`config.mk`:
```
export PLATFORM = sky130hd
export DESIGN_NAME = shreg_univ
export DESIGN_NICKNAME = d
export VERILOG_FILES = /design/src/rtl/shreg_univ_pkg.sv /design/src/rtl/shreg_univ_decode.sv /design/src/rtl/shreg_univ_datapath.sv /design/src/rtl/shreg_univ_state.sv /design/src/rtl/shreg_univ_outsel.sv /design/src/rtl/shreg_univ.sv
export SDC_FILE = /design/constraint.sdc
export NUM_CORES = 1
export LEC_CHECK = 0
export BUFFER_PORTS_ARGS = -buffer_cell sky130_fd_sc_hd__buf_2
export CAP_MARGIN = 15
export CORE_MARGIN = 2
export CORE_UTILIZATION = 51
export DETAILED_ROUTE_END_ITERATION = 8
export PLACE_DENSITY = 0.76
export REMOVE_ABC_BUFFERS = 1
export SLEW_MARGIN = 5
export SYNTH_ARGS = -nofsm -noshare
export SYNTH_HDL_FRONTEND = slang
export SYNTH_SLANG_ARGS = --single-unit
```
`constraint.sdc`:
```
create_clock -name clk -period 5.7 [get_ports clk]
set_input_delay 1.14 -clock clk [delete_from_list [all_inputs] [get_ports clk]]
set_output_delay 1.14 -clock clk [all_outputs]
set_load 0.02 [all_outputs]
```
`src/rtl/shreg_univ_pkg.sv`:
```
package shreg_univ_pkg;

    typedef enum logic [1:0] {
        IO_SIPO = 2'b00,
        IO_SISO = 2'b01,
        IO_PISO = 2'b10,
        IO_PIPO = 2'b11
    } io_style_e;

    typedef enum logic [2:0] {
        OP_HOLD = 3'b000,
        OP_LOAD = 3'b001,
        OP_LDSR = 3'b010,
        OP_LDSL = 3'b011,
        OP_ROTR = 3'b100,
        OP_ROTL = 3'b101,
        OP_ASR  = 3'b110,
        OP_ASL  = 3'b111
    } op_e;

    typedef enum logic {
        DIR_RIGHT = 1'b0,
        DIR_LEFT  = 1'b1
    } dir_e;

    typedef enum logic [2:0] {
        SH_KEEP,
        SH_PASS,
        SH_RIGHT,
        SH_LEFT,
        SH_ROTR,
        SH_ROTL,
        SH_ASR,
        SH_ASL
    } shape_e;

    typedef struct packed {
        shape_e shape;
        logic   use_par;
        logic   dir_we;
        dir_e   dir_nxt;
        logic   pout_en;
    } ctrl_t;

    function automatic logic style_par_in(input io_style_e s);
        return (s == IO_PISO) || (s == IO_PIPO);
    endfunction

    function automatic logic style_par_out(input io_style_e s);
        return (s == IO_SIPO) || (s == IO_PIPO);
    endfunction

endpackage

```
`src/rtl/shreg_univ_decode.sv`:
```
module shreg_univ_decode
    import shreg_univ_pkg::*;
(
    input  io_style_e style,
    input  op_e       opc,
    output ctrl_t     ctrl
);
    logic par_src;

    always_comb begin
        par_src      = style_par_in(style);
        ctrl.use_par = par_src;
        ctrl.pout_en = style_par_out(style);
        ctrl.dir_we  = 1'b0;
        ctrl.dir_nxt = DIR_RIGHT;
        ctrl.shape   = SH_KEEP;
        unique case (opc)
            OP_HOLD: ctrl.shape = SH_KEEP;
            OP_LOAD: begin
                if (par_src) begin
                    ctrl.shape = SH_PASS;
                end else begin
                    ctrl.shape   = SH_RIGHT;
                    ctrl.dir_we  = 1'b1;
                    ctrl.dir_nxt = DIR_RIGHT;
                end
            end
            OP_LDSR: begin
                ctrl.shape   = SH_RIGHT;
                ctrl.dir_we  = 1'b1;
                ctrl.dir_nxt = DIR_RIGHT;
            end
            OP_LDSL: begin
                ctrl.shape   = SH_LEFT;
                ctrl.dir_we  = 1'b1;
                ctrl.dir_nxt = DIR_LEFT;
            end
            OP_ROTR: begin
                ctrl.shape   = SH_ROTR;
                ctrl.dir_we  = 1'b1;
                ctrl.dir_nxt = DIR_RIGHT;
            end
            OP_ROTL: begin
                ctrl.shape   = SH_ROTL;
                ctrl.dir_we  = 1'b1;
                ctrl.dir_nxt = DIR_LEFT;
            end
            OP_ASR: begin
                ctrl.shape   = SH_ASR;
                ctrl.dir_we  = 1'b1;
                ctrl.dir_nxt = DIR_RIGHT;
            end
            OP_ASL: begin
                ctrl.shape   = SH_ASL;
                ctrl.dir_we  = 1'b1;
                ctrl.dir_nxt = DIR_LEFT;
            end
        endcase
    end
endmodule

```
`src/rtl/shreg_univ_datapath.sv`:
```
module shreg_univ_datapath
    import shreg_univ_pkg::*;
#(
    parameter int W = 8
) (
    input  ctrl_t          ctrl,
    input  logic [W-1:0]   q,
    input  logic [W-1:0]   par_in,
    input  logic           ser_in,
    output logic [W-1:0]   d
);
    localparam int MSB = W - 1;

    generate
        if (W < 3) begin : g_width_bad
            $error("shreg_univ_datapath needs W of at least 3");
        end
    endgenerate

    logic [W-1:0] base;

    always_comb begin
        base = ctrl.use_par ? par_in : q;
        unique case (ctrl.shape)
            SH_KEEP:  d = q;
            SH_PASS:  d = base;
            SH_RIGHT: d = {ser_in, base[MSB:1]};
            SH_LEFT:  d = {base[MSB-1:0], ser_in};
            SH_ROTR:  d = {q[0], q[MSB:1]};
            SH_ROTL:  d = {q[MSB-1:0], q[MSB]};
            SH_ASR:   d = {q[MSB], q[MSB:1]};
            SH_ASL:   d = {q[MSB], q[MSB-2:0], 1'b0};
            default:  d = q;
        endcase
    end
endmodule

```
`src/rtl/shreg_univ_state.sv`:
```
module shreg_univ_state
    import shreg_univ_pkg::*;
#(
    parameter int W = 8
) (
    input  logic         clk,
    input  logic         rst,
    input  ctrl_t        ctrl,
    input  logic [W-1:0] d,
    output logic [W-1:0] q,
    output dir_e         dir
);
    always_ff @(posedge clk) begin
        if (rst) begin
            q   <= '0;
            dir <= DIR_RIGHT;
        end else begin
            q <= d;
            if (ctrl.dir_we) begin
                dir <= ctrl.dir_nxt;
            end
        end
    end
endmodule

```
`src/rtl/shreg_univ_outsel.sv`:
```
module shreg_univ_outsel
    import shreg_univ_pkg::*;
#(
    parameter int W = 8
) (
    input  logic         pout_en,
    input  logic [W-1:0] q,
    input  dir_e         dir,
    output logic [W-1:0] par_out,
    output logic         ser_out
);
    always_comb begin
        par_out = pout_en ? q : '0;
        ser_out = (dir == DIR_LEFT) ? q[W-1] : q[0];
    end
endmodule

```
`src/rtl/shreg_univ.sv`:
```
module shreg_univ
    import shreg_univ_pkg::*;
#(
    parameter int W = 8
) (
    input  logic         clk,
    input  logic         rst,
    input  logic [1:0]   io_mode,
    input  logic [2:0]   op,
    input  logic [W-1:0] par_in,
    input  logic         ser_in,
    output logic [W-1:0] par_out,
    output logic         ser_out
);
    ctrl_t        ctrl;
    logic [W-1:0] d;
    logic [W-1:0] q;
    dir_e         dir;

    shreg_univ_decode u_dec (
        .style (io_style_e'(io_mode)),
        .opc   (op_e'(op)),
        .ctrl  (ctrl)
    );

    shreg_univ_datapath #(.W(W)) u_dp (
        .ctrl   (ctrl),
        .q      (q),
        .par_in (par_in),
        .ser_in (ser_in),
        .d      (d)
    );

    shreg_univ_state #(.W(W)) u_st (
        .clk  (clk),
        .rst  (rst),
        .ctrl (ctrl),
        .d    (d),
        .q    (q),
        .dir  (dir)
    );

    shreg_univ_outsel #(.W(W)) u_out (
        .pout_en (ctrl.pout_en),
        .q       (q),
        .dir     (dir),
        .par_out (par_out),
        .ser_out (ser_out)
    );
endmodule

```
**Yosys cells after proc, flatten, opt, wreduce, memory -nomap -nowiden**

Cells that the tools add are included.
W data, S select, Z words.

- Word-level logic and storage cells: 38
- Output and inout port bits: 9
- Bits of input ports: 16
- Register bits after elaboration: 9

- Equality and inequality tests: 16
- Reductions and logical operators: 8
- Mux-type cells: 8
- Bitwise logic cells: 3

Operators with widths:

| cell | count |
|---|---|
| $pmux W8 S7 | 1 |
| $eq A3 B3 Y1 const B | 8 |
| $pmux W3 S8 | 1 |
| $mux W8 | 2 |
| $eq A3 B2 Y1 const B | 4 |
| $eq A3 B1 Y1 const B | 2 |
| $logic_not A3 Y1 | 2 |
| $pmux W2 S3 | 1 |
| $reduce_or A3 Y1 | 2 |
| $eq A2 B2 Y1 const B | 2 |
| $mux W2 | 2 |
| $not A1 Y1 | 3 |
| $reduce_and A3 Y1 | 1 |
| $logic_not A2 Y1 | 1 |
| $logic_or A1 B1 Y1 | 2 |
| $mux W1 | 1 |

**Longest topological paths before layout**

- Depth after elaboration: 7
- Gate-level depth with buffers: 7
- Mapped depth without buffers: 6

**Modules after synthesis**

From an unflattened synthesis, not the netlist that was laid out.

- Cell total of the unflattened synthesis: 112
- Area, all modules: 919.6 µm²

By module, submodules not included:

| module | times used | cells an instance | area each (µm²) | sequential area each (µm²) |
|---|---|---|---|---|
| shreg_univ_datapath | 1 | 72 | 521.8 | 0.0 |
| shreg_univ_state | 1 | 19 | 244.0 | 180.2 |
| shreg_univ_decode | 1 | 12 | 88.8 | 0.0 |
| shreg_univ_outsel | 1 | 9 | 65.1 | 0.0 |

**Least setup slack after synthesis**

Ideal clock, no wire load.

- Path type: input to output
- Start point: input port io_mode[0]
- End point: output port par_out[0]
- Required time: 4.560 ns
- Stages on the path: 3
- Buffers on the path: 0
- Path slack: 2.829 ns
- Arrival time: 1.731 ns
- Cells stage by stage: inv_1 ha_1 and2_1

- Word-level cells in the longest chain between the ends: 3
- Elaborated cells on any way between the ends: 4
- Classes of those cells: eq/ne (1); mux (1); reduce/logical (2)

RTL lines:

| element | line | source |
|---|---|---|
| start, declared | shreg_univ.sv:8 | `input logic [1:0] io_mode,` |
| $eq A2 B2 Y1 / $logic_not A2 Y1 (equally long branches) | shreg_univ_pkg.sv:50 | `return (s == IO_SIPO) \|\| (s == IO_PIPO);` |
| $logic_or A1 B1 Y1 * | shreg_univ_pkg.sv:50 |  |
| $mux W8 * | shreg_univ_outsel.sv:13 | `par_out = pout_en ? q : '0;` |
| end, declared | shreg_univ.sv:12 | `output logic [W-1:0] par_out,` |

Mark *: on every way between the ends. The rest lies on a longest branch, timed or not.

**Worst setup path after layout**

- Start point: input port io_mode[0]
- End point: output port par_out[1]

Same word-level chain as after synthesis.

==> metrics.log <==
[metrics] outcome: finished, final reports clean
[metrics] initial antenna violation count: 0
[metrics] start of the worst register-to-register path: u_st.q[6]$_SDFFE_PP0P_
[metrics] most repeated cell in the gate-level netlist after synthesis: nand2_1
[metrics] worst clock skew on the final layout: approximately 0.0092 ns
[metrics] sequential cell area: 180.2 um^2
[metrics] CTS sink cnt: 9
[metrics] vias: 913
[metrics] number of flops mapped to enable cells by yosys: 0
[metrics] DP HPWL: between 1.5 and 2 mm
[metrics] routed wire length: approximately 2.2 mm
[metrics] RSZ-0062 raised after global routing: no
[metrics] Cells after DPL: 145
[metrics] compound-gate portion of the synthesized area: a little under a third
[metrics] share of layout cells above drive strength 1: 31.06%
[metrics] Primary FF master, synth: dfxtp_1
[metrics] endpoint class of the critical path: output port
[metrics] beginning of the worst hold path: u_st.dir$_SDFFE_PP0P_
[metrics] type of element launching the critical path: input port
[metrics] initial core utilization: 52.96%
[metrics] hold_buf cts: 0
[metrics] setup violators final: 0
[metrics] pin count of the biggest net entering global routing: 25
[metrics] fraction of synthesized area in multiplexers: 11.33%
[metrics] violation count after the first detailed-route iteration: 46
[metrics] number of slew-limit violations in the final report: 0
[metrics] xor and xnor fraction of the mapped netlist area: 0%
[metrics] count of cell types in the netlist: 36
[metrics] filler cell count: 167
[metrics] Worst Setup Path Type: input port to output port
[metrics] sequential cell area fraction in the yosys report: 20.14%
[metrics] clock tree root buffer cell: clkbuf_4
[metrics] Pre-antenna DRT Iters: 4
[metrics] final instance count without filler cells: 149
[metrics] Core Rows: 15
[metrics] core area: about 0.0017 mm^2
[metrics] DRT antenna net count: 0
[metrics] area taken by multi-input logic gates: roughly 670 um^2
[metrics] worst path arrival time: 2.03 ns
[metrics] GRT Resource Usage Total: between 20% and 30%
[metrics] drt via density: between 6 and 7
[metrics] via count of the first global-routing pass: 795
[metrics] Gate Count Post-Synth: 114
[metrics] adder and majority gate portion of the synthesized area: around 2.8%
[metrics] register-to-register path setup slack: between 4 and 5 ns
[metrics] Leakage: 0.4252 nW
[metrics] die outline width: 45.88 um
[metrics] WP data required: 4.56 ns
[metrics] Max rail drop VDD: 0.1482 mV
[metrics] cts bufs inserted: 3
[metrics] final count of hold timing violations: 0
[metrics] vertical die dimension: about 46 um
[metrics] total die area: 0.002105 mm^2
[metrics] instance count along the most critical hold path: 2
[metrics] Antenna Diode Count: 0
[metrics] proportion of synthesized flip-flops having asynchronous set or reset: 0%
[metrics] num ports: 25
[metrics] dominant combinational cell family by area after synthesis: compound AO/OA/AOI/OAI gates
[metrics] number of cell instances on the worst register-to-register path: 3
[metrics] flop and latch count out of synthesis: 9
[metrics] Fin Setup TNS: 0 ns
[metrics] final worst-path cycle share: 55.67%
[metrics] total congestion overflow after global routing: 0
[metrics] relative slew slack: 30.49%
[metrics] Syn. warnings: 0
[metrics] terminating pin of the worst hold path: u_st.dir$_SDFFE_PP0P_
[metrics] Highest Clock Rate: 315.1 MHz
[metrics] IO buf count: 24
[metrics] time the final worst path needs with I/O delays and setup: around 3.2 ns
[metrics] largest fanout of any net on the critical path: 8
[metrics] wire per inst: 14.91 um
[metrics] top cells by instance count after synthesis: 15 x nand2_1, 10 x a21oi_1, 9 x and2_1, 9 x dfxtp_1, 8 x mux2_2
[metrics] cts repair resizes: 0
[metrics] final estimated routing congestion in global placement: 0.8240
[metrics] global-route wire length before repair: ~3.5 mm
[metrics] Netlist Area Pre-Place: 894.6 um^2
[metrics] slew of the pin with the lowest slew margin: 1.039 ns
[metrics] Setup Fix Bufs, Post-CTS: 0
[metrics] clock tree from TritonCTS: done
[metrics] maximum clock path buffer count: 2
[metrics] clock-pin transition on the worst setup and hold timing paths: 0.06 ns
[metrics] later-pin clock latency in the skew report: 0.27 ns
[metrics] Synth-to-Final Area Change: 13.99%
[metrics] Layout Nets: between 150 and 200
[metrics] remaining design rule violation count: 0
[metrics] CTS H-tree depth: 1
[metrics] area fraction of the dominant cell type after synthesis: 20.14%
[metrics] Power Density: 188.6 mW/mm^2
[metrics] path class of the lowest-slack min-delay path: flop to flop
[metrics] area leader, netlist: dfxtp_1
[metrics] synthesized area per cell: 7.847 um^2
[metrics] Max-cap violations: 0
[metrics] end of the worst register-to-register path: u_st.q[7]$_SDFFE_PP0P_
[metrics] Area contributors post-synth: dfxtp_1 20%, mux2_2 10%, and2_1 6.3%
[metrics] simple-gate share of the synthesized area: 29.79%
## registers in the layout (all words and copies together) (netlist names)
signal    count
u_st.q        8
u_st.dir      1
## worst max-delay path: stages
cell    delay [ns]
buf_2         0.09
inv_1         0.04
ha_1          0.40
and2_1        0.21
buf_2         0.15
## placed cells by master, fill, tap and decap left out, drive strengths merged, types with 4 or more instances in the layout
master | netlist | final
buf | 6 | 24
nand2 | 15 | 15
a21oi | 12 | 12
and2 | 9 | 9
dfxtp | 9 | 9
mux2 | 9 | 9
a211oi | 6 | 6
nor2 | 5 | 5
a221oi | 4 | 4
o21bai | 4 | 4
clkbuf | 4 | 4
## worst max-delay path by stage
stage	end	from	cells after the start	slack, ns
6_report	par_out[1]	io_mode[0]	5	2.53
4_1_cts	par_out[1]	io_mode[0]	5	2.53
5_1_grt	par_out[7]	io_mode[0]	5	2.48
2_1_floorplan	u_st.q[7]$_SDFFE_PP0P_	io_mode[0]	6	2.76
3_5_place_dp	u_st.q[7]$_SDFFE_PP0P_	io_mode[0]	7	2.37
3_3_place_gp	u_st.q[7]$_SDFFE_PP0P_	io_mode[0]	6	2.46
## cells by family after synthesis
family,after synthesis
AOI/OAI and AO/OA,35
adders and majority gates,2
buffers and inverters,11
DFF,9
muxes,9
and+or+nand+nor,48
## power breakdown
part	leakage (nW)	switching (mW)	internal [mW]
Sequential	0.0740	0.00602	0.0681
Combinational	0.336	0.0371	0.0286
Clock	0.0150	0.0254	0.0271
## routing by layer
metal,GRT usage (%),vias up,share of wire (%)
li1,-,461,-
met2,38.33,26,47
met4,1.714,0,0.36
met5,0,-,0
met1,28.44,424,48
met3,5.952,2,5.0
## cell type report
class	count	area share, %
timing repair buffer	24	11.78
inverter	1	0.3681
multi-input combinational	94	65.52
clock buffer	4	2.577
tap	17	2.086
sequential	9	17.67
## metrics by stage
step | instance area (um^2) | power (mW) | util, % | hold slack [ns] | setup WS [ns]
2_1_floorplan | 852.1 | 0.1174 | - | 0.4469 | 2.758
3_3_place_gp | 993.5 | 0.1391 | 58.81 | 0.4699 | 2.460
3_5_place_dp | 993.5 | 0.1404 | 58.81 | 0.4731 | 2.368
4_1_cts | 1020 | 0.1923 | 60.37 | 0.4816 | 2.531
5_1_grt | 1020 | 0.2022 | 60.37 | 0.5369 | 2.485
6_report | 1020 | 0.1923 | 60.37 | 0.4805 | 2.527
No activity file was read; power rests on OpenSTA's default activity.
